## src/rtl/region_info_pkg.sv

```systemverilog
package region_info_pkg;
   localparam int unsigned WORD_W  = 32;
   localparam int unsigned SEL_W   = 4;
   localparam int unsigned FIELD_W = WORD_W - SEL_W;
   localparam int unsigned UNIT_SH = 8;
   typedef logic [FIELD_W-1:0] field_t;
   typedef logic [SEL_W-1:0]   sel_t;
endpackage

```

## src/rtl/region_bounds_cap.sv

```systemverilog
module region_bounds_cap
   import region_info_pkg::*;
#(
   parameter int unsigned ADDR_W  = 36,
   parameter bit          SKEW_EN = 1'b1,
   parameter logic [31:0] SKEW    = 32'h0001_FFFF
) (
   input  logic              clk,
   input  logic              rst_n,
   input  logic              ld_stb,
   input  logic [ADDR_W-1:0] ld_base,
   input  logic [ADDR_W-1:0] ld_limit,
   output field_t            lo_fld,
   output field_t            hi_fld,
   output logic              done
);
   logic [ADDR_W-1:0] hi_adj;

   generate
      if (SKEW_EN) begin : g_skew
         assign hi_adj = ld_limit - ADDR_W'(SKEW);
      end else begin : g_noskew
         assign hi_adj = ld_limit;
      end
   endgenerate

   always_ff @(posedge clk) begin
      if (!rst_n) begin
         lo_fld <= '0;
         hi_fld <= '0;
         done   <= 1'b0;
      end else if (ld_stb && !done) begin
         lo_fld <= FIELD_W'(ld_base >> UNIT_SH);
         hi_fld <= FIELD_W'(hi_adj >> UNIT_SH);
         done   <= 1'b1;
      end
   end
endmodule

```

## src/rtl/region_sel_ctr.sv

```systemverilog
module region_sel_ctr
   import region_info_pkg::*;
(
   input  logic clk,
   input  logic rst_n,
   input  logic wr,
   input  logic rd,
   input  logic armed,
   input  sel_t wsel,
   output sel_t sel
);
   always_ff @(posedge clk) begin
      if (!rst_n)
         sel <= '0;
      else if (wr)
         sel <= wsel;
      else if (rd && armed)
         sel <= sel + sel_t'(1);
   end
endmodule

```

## src/rtl/region_table.sv

```systemverilog
module region_table
   import region_info_pkg::*;
#(
   parameter int unsigned LO_IDX = 2,
   parameter int unsigned HI_IDX = 3
) (
   input  field_t lo_fld,
   input  field_t hi_fld,
   input  sel_t   sel,
   output field_t fld
);
   localparam int unsigned DEPTH = 1 << SEL_W;
   field_t slot [DEPTH];

   generate
      for (genvar i = 0; i < DEPTH; i++) begin : g_slot
         if (i == LO_IDX) begin : g_lo
            assign slot[i] = lo_fld;
         end else if (i == HI_IDX) begin : g_hi
            assign slot[i] = hi_fld;
         end else begin : g_nil
            assign slot[i] = '0;
         end
      end
   endgenerate

   assign fld = slot[sel];
endmodule

```

## src/rtl/region_info_reg.sv

```systemverilog
module region_info_reg
   import region_info_pkg::*;
#(
   parameter int unsigned ADDR_W  = 36,
   parameter int unsigned LO_IDX  = 2,
   parameter int unsigned HI_IDX  = 3,
   parameter bit          SKEW_EN = 1'b1
) (
   input  logic              clk,
   input  logic              rst_n,
   input  logic              ld_stb,
   input  logic [ADDR_W-1:0] ld_base,
   input  logic [ADDR_W-1:0] ld_limit,
   input  logic              bus_wr,
   input  logic              bus_rd,
   input  logic [31:0]       bus_wdata,
   output logic [31:0]       bus_rdata,
   output logic              loaded
);
   localparam int unsigned DEPTH = 1 << SEL_W;

   generate
      if (ADDR_W > FIELD_W + UNIT_SH || ADDR_W <= UNIT_SH + 9) begin : g_bad_aw
         $error("region_info_reg: ADDR_W out of range");
      end
      if (LO_IDX >= DEPTH || HI_IDX >= DEPTH || LO_IDX == HI_IDX) begin : g_bad_idx
         $error("region_info_reg: entry indices invalid");
      end
   endgenerate

   field_t lo_fld, hi_fld, fld;
   sel_t   sel;

   region_bounds_cap #(.ADDR_W(ADDR_W), .SKEW_EN(SKEW_EN)) u_cap (
      .clk(clk), .rst_n(rst_n), .ld_stb(ld_stb),
      .ld_base(ld_base), .ld_limit(ld_limit),
      .lo_fld(lo_fld), .hi_fld(hi_fld), .done(loaded)
   );

   region_sel_ctr u_sel (
      .clk(clk), .rst_n(rst_n), .wr(bus_wr), .rd(bus_rd),
      .armed(loaded), .wsel(bus_wdata[SEL_W-1:0]), .sel(sel)
   );

   region_table #(.LO_IDX(LO_IDX), .HI_IDX(HI_IDX)) u_tab (
      .lo_fld(lo_fld), .hi_fld(hi_fld), .sel(sel), .fld(fld)
   );

   assign bus_rdata = loaded ? {fld, sel} : '0;
endmodule

```

## config.mk

```make
export PLATFORM = sky130hd
export DESIGN_NAME = region_info_reg
export DESIGN_NICKNAME = d
export VERILOG_FILES = /design/src/rtl/region_info_pkg.sv /design/src/rtl/region_bounds_cap.sv /design/src/rtl/region_sel_ctr.sv /design/src/rtl/region_table.sv /design/src/rtl/region_info_reg.sv
export SDC_FILE = /design/constraint.sdc
export NUM_CORES = 1
export LEC_CHECK = 0
export BUFFER_PORTS_ARGS = -buffer_cell sky130_fd_sc_hd__buf_4
export CORE_UTILIZATION = 29
export DETAILED_ROUTE_END_ITERATION = 6
export SYNTH_ARGS = -nofsm -noshare
export SYNTH_HDL_FRONTEND = slang
export SYNTH_SLANG_ARGS = --single-unit
```

## constraint.sdc

```tcl
create_clock -name clk -period 7.1 [get_ports clk]
set_clock_uncertainty 0.15 [all_clocks]
set_input_delay 1.065 -clock clk [delete_from_list [all_inputs] [get_ports clk]]
set_output_delay 1.065 -clock clk [all_outputs]
set_load 0.02 [all_outputs]
```

; ---- Word level (Yosys, flattened, before mapping)
; Cells that the tools add are included.
[word_totals]
regBits = 61
wordCells = 18
[op_classes]
n_addsub = 2
magnitude_cmp = 1
muxes = 6
bitwise = 1
n_reduce_logical = 4
[op_table]
columns = cell, count
row1 = $bmux W28 S4, 1
row2 = $mux W28, 2
row3 = $sub A36 B17 Y36 const B, 1
row4 = $mux W32, 1
row5 = $mux W4, 2
row6 = $ge A5 B5 Y1 const B, 1
row7 = $not A4 Y5, 1
row8 = $add A4 B1 Y4 const B, 1
row9 = $logic_and A1 B1 Y1, 2
row10 = $reduce_bool A2 Y1, 1
row11 = $logic_not A1 Y1, 1

; ---- Depth between registers and ports, before layout
[logic_depth]
depth_word = 5
ltp_mapped = 7

; ---- Hierarchy
; A second synthesis with hierarchy kept.
[hier_totals]
hier_cells = 424
area_unflattened_um2 = 3419.5
[modules_own_cells]
columns = mod, n_inst, cells_per_inst, area_each_um2, seq_area_each_um2
row1 = region_bounds_cap, 1, 304, 2504.9, 1141.1
row2 = region_table, 1, 63, 452.9, 0.0
row3 = region_info_reg, 1, 35, 255.2, 0.0
row4 = region_sel_ctr, 1, 22, 206.4, 80.1

; ---- Worst setup path before layout
; No wires, ideal clock.
[synth_timing]
path_kind = reg2out
start = register u_sel.sel[0]
end = output bus_rdata[22]
arrival_time_ps = 1821
t_required_ps = 5885
path_slack_ps = 4064
stages_incl_launch_ff = 6
path_buffers = 3
cell_sequence = dfxtp_1 > clkbuf_1 > clkbuf_1 > clkbuf_1 > mux2i_1 > nor2_1
[synth_via]
elab_chain_cells = 5
[synth_lines]
columns = element, line_no
row1 = from (decl), region_sel_ctr.sv:10  ; output sel_t sel
row2 = from (signal assigned), region_sel_ctr.sv:16  ; sel <= wsel;
row3 = from (signal assigned), region_sel_ctr.sv:18  ; sel <= sel + sel_t'(1);
row4 = $not A4 Y5 (implied by the code), region_table.sv:27  ; assign fld = slot[sel];
row5 = $bmux W28 S4, region_table.sv:27
row6 = $mux W28 (implied by the code) (2 in series), region_table.sv:27
row7 = $mux W32, region_info_reg.sv:49  ; assign bus_rdata = loaded ? {fld, sel} : '0;
row8 = to (decl), region_info_reg.sv:17  ; output logic [31:0] bus_rdata,
; No other way between the ends. The select of a mux whose other input is x is not followed.

; ---- Worst setup path after layout
[layout_timing]
start = register u_cap.done
end = output bus_rdata[31]
[layout_via]
elab_chain_cells = 1
[layout_lines]
columns = element, line_no
row1 = from (decl), region_bounds_cap.sv:15  ; output logic done
row2 = from (signal assigned), region_bounds_cap.sv:31  ; done <= 1'b0;
row3 = from (signal assigned), region_bounds_cap.sv:35  ; done <= 1'b1;
row4 = $mux W32, region_info_reg.sv:49
; No other way between the ends.

==> impl_results.html <==
<table>
<tr><th>Metric</th><th>Value</th></tr>
<tr><th colspan="2">Yosys</th></tr>
<tr><td>Compound-Gate Fraction of Synth Area</td><td>0.184</td></tr>
<tr><td>Multiplexer share of the synthesized area</td><td>0.0958</td></tr>
<tr><td>Warning count from the yosys run</td><td>0</td></tr>
<tr><td>Post-Synth XOR/XNOR Area</td><td>0.0434</td></tr>
<tr><td>Synthesized-area fraction occupied by and/or/nand/nor cells</td><td>0.226</td></tr>
<tr><td>Count of cell types in the netlist</td><td>33</td></tr>
<tr><td>Synthesized instance count</td><td>395</td></tr>
<tr><td>Post-synthesis adder-cell area fraction</td><td>0.00413</td></tr>
<tr><td>Yosys reg bits</td><td>between 60 and 70</td></tr>
<tr><td>Fraction of post-synthesis cell area in the top cell type by area</td><td>0.403</td></tr>
<tr><td>Synthesized area divided by synthesized cell count</td><td>between 7 and 8 um2</td></tr>
<tr><td>Number of nets in the synthesized netlist</td><td>505</td></tr>
<tr><td>Leading post-synthesis cells by cell area</td><td>dfxtp_1 40%, mux2i_1 9.6%, nand2_1 8.4%</td></tr>
<tr><td>Dominant combinational cell family by area after synthesis</td><td>simple AND/OR/NAND/NOR gates</td></tr>
<tr><td>Share of the yosys chip area belonging to registers</td><td>0.403</td></tr>
<tr><td>Cell area after synthesis</td><td>0.00303 mm2</td></tr>
<tr><td>Library cell occupying the most area in the post-synthesis netlist</td><td>dfxtp_1</td></tr>
<tr><th colspan="2">Global routing</th></tr>
<tr><td>GR Overflow Total</td><td>0</td></tr>
<tr><td>Wire length of the first global-routing pass</td><td>between 10,000 and 15,000 um</td></tr>
<tr><td>Overall fraction of global-route tracks in use</td><td>0.156</td></tr>
<tr><td>Antenna violations before repair</td><td>0</td></tr>
<tr><td>Pin count of the biggest net entering global routing</td><td>48</td></tr>
<tr><td>Via count of the first global-routing pass</td><td>2,831</td></tr>
<tr><th colspan="2">Drt</th></tr>
<tr><td>Number of nets with antenna violations after detailed routing</td><td>0</td></tr>
<tr><td>Total number of vias</td><td>3,006</td></tr>
<tr><td>Remaining DRCs</td><td>0</td></tr>
<tr><td>Detailed Route WL</td><td>8070 um</td></tr>
<tr><td>Ratio of routed vias to standard cells</td><td>4.83</td></tr>
<tr><td>Detailed router's first-iteration violation count</td><td>between 100 and 150</td></tr>
<tr><td>First-pass detailed-route iteration total</td><td>4</td></tr>
<tr><td>Post-detailed-route wirelength per cell</td><td>about 13 um</td></tr>
<tr><th colspan="2">Worst setup path</th></tr>
<tr><td>Launching element of the worst setup path</td><td>u_cap.done$_SDFFE_PN0P_</td></tr>
<tr><td>Ordered cell list for the critical path</td><td>and2_1, nand2_1, nor2_1, buf_4</td></tr>
<tr><td>R2R Setup Slk</td><td>4.80 ns</td></tr>
<tr><td>Setup crit end kind</td><td>primary output</td></tr>
<tr><td>FF-to-FF Start</td><td>u_cap.done$_SDFFE_PN0P_</td></tr>
<tr><td>Cell at the slowest stage of the critical path</td><td>nand2_1</td></tr>
<tr><td>Required time reported for the critical path endpoint</td><td>5.88 ns</td></tr>
<tr><td>Number of cells on the worst reg-to-reg path</td><td>5</td></tr>
<tr><td>Worst path depth</td><td>4</td></tr>
<tr><td>Worst setup SP type</td><td>flip-flop</td></tr>
<tr><td>Total buffers and inverters traversed by the critical path</td><td>1</td></tr>
<tr><td>Setup CP Type</td><td>flip-flop to primary output</td></tr>
<tr><td>R2r endpoint</td><td>u_cap.hi_fld[23]$_SDFFE_PN0P_</td></tr>
<tr><td>CP arrival</td><td>2.27 ns</td></tr>
<tr><td>Maximum fanout along the worst path</td><td>28</td></tr>
<tr><td>Slowest Stage Delay on Critical Path</td><td>0.62 ns</td></tr>
<tr><td>Category of cells accounting for the largest share of critical-path delay</td><td>simple AND/OR/NAND/NOR gates</td></tr>
<tr><td>Critical path capture point</td><td>bus_rdata[31]</td></tr>
<tr><th colspan="2">Flow run</th></tr>
<tr><td>Number of maximum-capacitance constraint violations</td><td>0</td></tr>
<tr><th colspan="2">Clock tree</th></tr>
<tr><td>TritonCTS clock tree</td><td>built</td></tr>
<tr><td>Root Buffer</td><td>clkbuf_8</td></tr>
<tr><td>Worst-skew pair later-pin latency</td><td>0.34 ns</td></tr>
<tr><td>Number of sinks on the clock net</td><td>between 60 and 70</td></tr>
<tr><td>Number of cells upsized or downsized after cts</td><td>0</td></tr>
<tr><td>Post-CTS clock slew at the launch and capture registers of the worst setup and hold paths</td><td>0.07 ns</td></tr>
<tr><td>Total CTS buffers</td><td>9</td></tr>
<tr><td>Post-CTS setup-driven buffer insertion count</td><td>0</td></tr>
<tr><td>Number of hold buffers added after CTS</td><td>0</td></tr>
<tr><td>Maximum clock path buffer count</td><td>2</td></tr>
<tr><td>CTS H-Tree Depth</td><td>3</td></tr>
<tr><th colspan="2">Floorplanning</th></tr>
<tr><td>Core Area</td><td>0.00995 mm2</td></tr>
<tr><td>DIE HEIGHT</td><td>104 um</td></tr>
<tr><td>Number of standard-cell rows in the floorplan</td><td>36</td></tr>
<tr><td>Initial Utilization</td><td>0.304</td></tr>
<tr><td>Die Area</td><td>0.0109 mm2</td></tr>
<tr><td>I/O pin total</td><td>approximately 140</td></tr>
<tr><td>Horizontal extent of the die</td><td>104 um</td></tr>
<tr><th colspan="2">Final layout</th></tr>
<tr><td>Share of final-layout standard cells stronger than drive strength 1</td><td>0.278</td></tr>
<tr><td>Antenna cells</td><td>0</td></tr>
<tr><td>Area growth, synth to finish</td><td>36.1%</td></tr>
<tr><td>Area of all placed cells without fillers</td><td>about 0.0041 mm2</td></tr>
<tr><td>Post-layout nets</td><td>594</td></tr>
<tr><th colspan="2">Place</th></tr>
<tr><td>Placed Area</td><td>approximately 0.004 mm2</td></tr>
<tr><td>I/O Buffers</td><td>105</td></tr>
<tr><td>Routability cong.</td><td>0.749</td></tr>
<tr><td>Hpwl dp</td><td>~5700 um</td></tr>
<tr><th colspan="2">STA</th></tr>
<tr><td>Maximum achievable frequency</td><td>0.287 GHz</td></tr>
<tr><td>Unrepaired setup endpoints after global routing</td><td>false</td></tr>
<tr><td>Final cycle utilization of the critical path</td><td>0.490</td></tr>
<tr><td>Hold Vio Cnt, Final</td><td>0</td></tr>
<tr><td>Slew at the pin closest to its max-slew limit</td><td>1.07 ns</td></tr>
<tr><td>Post-Route Setup TNS</td><td>0 ns</td></tr>
<tr><td>Number of pins exceeding their max-slew limit in the final report</td><td>0</td></tr>
<tr><td>Count of final setup violators</td><td>0</td></tr>
<tr><td>Final worst path period need</td><td>3.48 ns</td></tr>
<tr><td>Max transition margin</td><td>0.283</td></tr>
<tr><th colspan="2">Power</th></tr>
<tr><td>Power share of the sequential group</td><td>0.454</td></tr>
<tr><td>Total power divided by cell area</td><td>about 210 mW/mm2</td></tr>
<tr><td>Overall power</td><td>around 850 uW</td></tr>
<tr><td>Net switching power</td><td>215 uW</td></tr>
<tr><td>Cell Int Power</td><td>around 630 uW</td></tr>
<tr><td>Standby leakage power</td><td>0.00163 uW</td></tr>
<tr><td>Clock power frac</td><td>0.409</td></tr>
<tr><td>Combinational power share</td><td>0.138</td></tr>
<tr><td>Net Sw Frac</td><td>0.254</td></tr>
<tr><td>Largest voltage drop on the vdd net</td><td>approximately 0.000097 V</td></tr>
<tr><th colspan="2">Status</th></tr>
<tr><td>Status</td><td>completed</td></tr>
<tr><th colspan="2">Min path</th></tr>
<tr><td>Hold crit path type</td><td>flip-flop to flip-flop</td></tr>
</table>
[state kept, by name, summed over array words and instances (netlist names)]
name	flops
u_cap.done	1
u_cap.hi_fld	28
u_cap.lo_fld	28
u_sel.sel	4
[final cells by class]
cell class                      instances  area [um2]
Tap cell                              133         166
Fill cell                            1054        5830
Clock buffer                           10         138
Inverter                                4        15.0
Multi-Input combinational cell        300        1680
Clock inverter                          6        86.3
Sequential cell                        61        1220
Timing Repair Buffer                  108         811
[stage by stage]
stage	setup slack [ns]	hold slack (ns)	utilization	std cells
5_1_grt	3.34	0.321	0.414	622
3_5_place_dp	3.41	0.296	0.392	606
4_1_cts	3.54	0.306	0.414	622
3_3_place_gp	3.47	0.292	0.392	606
6_report	3.62	0.303	0.414	622
2_1_floorplan	4.06	0.282	-	395
[power groups by stage]
stage / clock (uW) / sequential [uW] / combinational, uW
finish: 346 / 384 / 116
global route: 373 / 387 / 130
CTS: 356 / 384 / 118
detailed placement: 0 / 392 / 118
global placement: 0 / 391 / 115
floorplan: 0 / 382 / 70.1
[cell usage in the layout, fill, tap and decap left out]
cell type / Yosys / routed
nor2_1: 49 / 49
nand4_1: 2 / 2
and2_1: 4 / 4
or4b_1: 1 / 1
a31oi_1: 13 / 13
inv_1: 4 / 4
clkinv_4: 0 / 1
o31ai_1: 1 / 1
or2_2: 4 / 4
buf_4: 0 / 108
nand2_1: 68 / 68
nor2_2: 1 / 1
nor2b_4: 0 / 1
clkbuf_8: 0 / 10
nor4_1: 4 / 4
nand2b_1: 2 / 2
a211oi_1: 6 / 6
o21a_1: 1 / 1
o31ai_2: 1 / 1
or4_4: 1 / 1
nor3_1: 3 / 3
or4_1: 4 / 4
or3_2: 3 / 3
o21bai_1: 1 / 1
a21oi_1: 41 / 41
clkinv_2: 0 / 2
dfxtp_1: 61 / 60
o21ai_0: 33 / 33
xnor2_1: 6 / 6
clkinvlp_4: 0 / 1
dfxtp_2: 0 / 1
bufinv_16: 0 / 2
xor2_1: 9 / 9
and4_1: 1 / 1
mux2i_1: 29 / 29
ha_1: 1 / 1
nand3_1: 7 / 7
o41ai_1: 3 / 3
[logic make-up (layout without fill, tap and decap cells)]
logic type / Yosys count / in the layout
fa+ha+maj: 1 / 1
mux: 29 / 29
flops: 61 / 61
xor+xnor: 15 / 15
buf+inv: 34 / 128
simple gates: 155 / 155
compound gates: 100 / 100
[worst register-to-register path, delay by kind of cell (launching register included)]
kind / cells / cell delay [ns]
AOI/OAI and AO/OA: 1 / 0.08
buffers and inverters: 1 / 0.52
and+or+nand+nor: 3 / 0.98
DFF: 1 / 0.44
[per-layer routing]
layer,vias to the layer above,global-route usage,part of all wire
met5,-,0,0
met4,0,0.0663,0.016
met3,11,0.0326,0.041
met2,68,0.250,0.46
met1,1384,0.202,0.48
li1,1543,-,-
[worst min path at each step]
stage                                   from                            end  cells past startpoint
2_1_floorplan   u_cap.hi_fld[9]$_SDFFE_PN0P_   u_cap.hi_fld[9]$_SDFFE_PN0P_                      2
4_1_cts        u_cap.lo_fld[16]$_SDFFE_PN0P_  u_cap.lo_fld[16]$_SDFFE_PN0P_                      2
3_5_place_dp   u_cap.lo_fld[27]$_SDFFE_PN0P_  u_cap.lo_fld[27]$_SDFFE_PN0P_                      2
6_report        u_cap.lo_fld[7]$_SDFFE_PN0P_   u_cap.lo_fld[7]$_SDFFE_PN0P_                      2
5_1_grt         u_cap.lo_fld[6]$_SDFFE_PN0P_   u_cap.lo_fld[6]$_SDFFE_PN0P_                      2
3_3_place_gp   u_cap.lo_fld[27]$_SDFFE_PN0P_  u_cap.lo_fld[27]$_SDFFE_PN0P_                      2
[Yosys cell counts (all sizes together)]
cell type / n
buf: 3
a211oi: 6
nand2: 68
clkbuf: 27
or2: 4
a31oi: 13
o41ai: 3
xnor2: 6
o31ai: 2
nor4: 4
a21oi: 41
and4: 1
inv: 4
xor2: 9
nor2b: 1
o21a: 1
or3: 3
ha: 1
o21bai: 1
or4: 5
o21ai: 33
or4b: 1
nand3: 7
dfxtp: 61
nor2: 50
nand4: 2
mux2i: 29
nor3: 3
and2: 4
nand2b: 2
(Power assumes the default switching activity.)
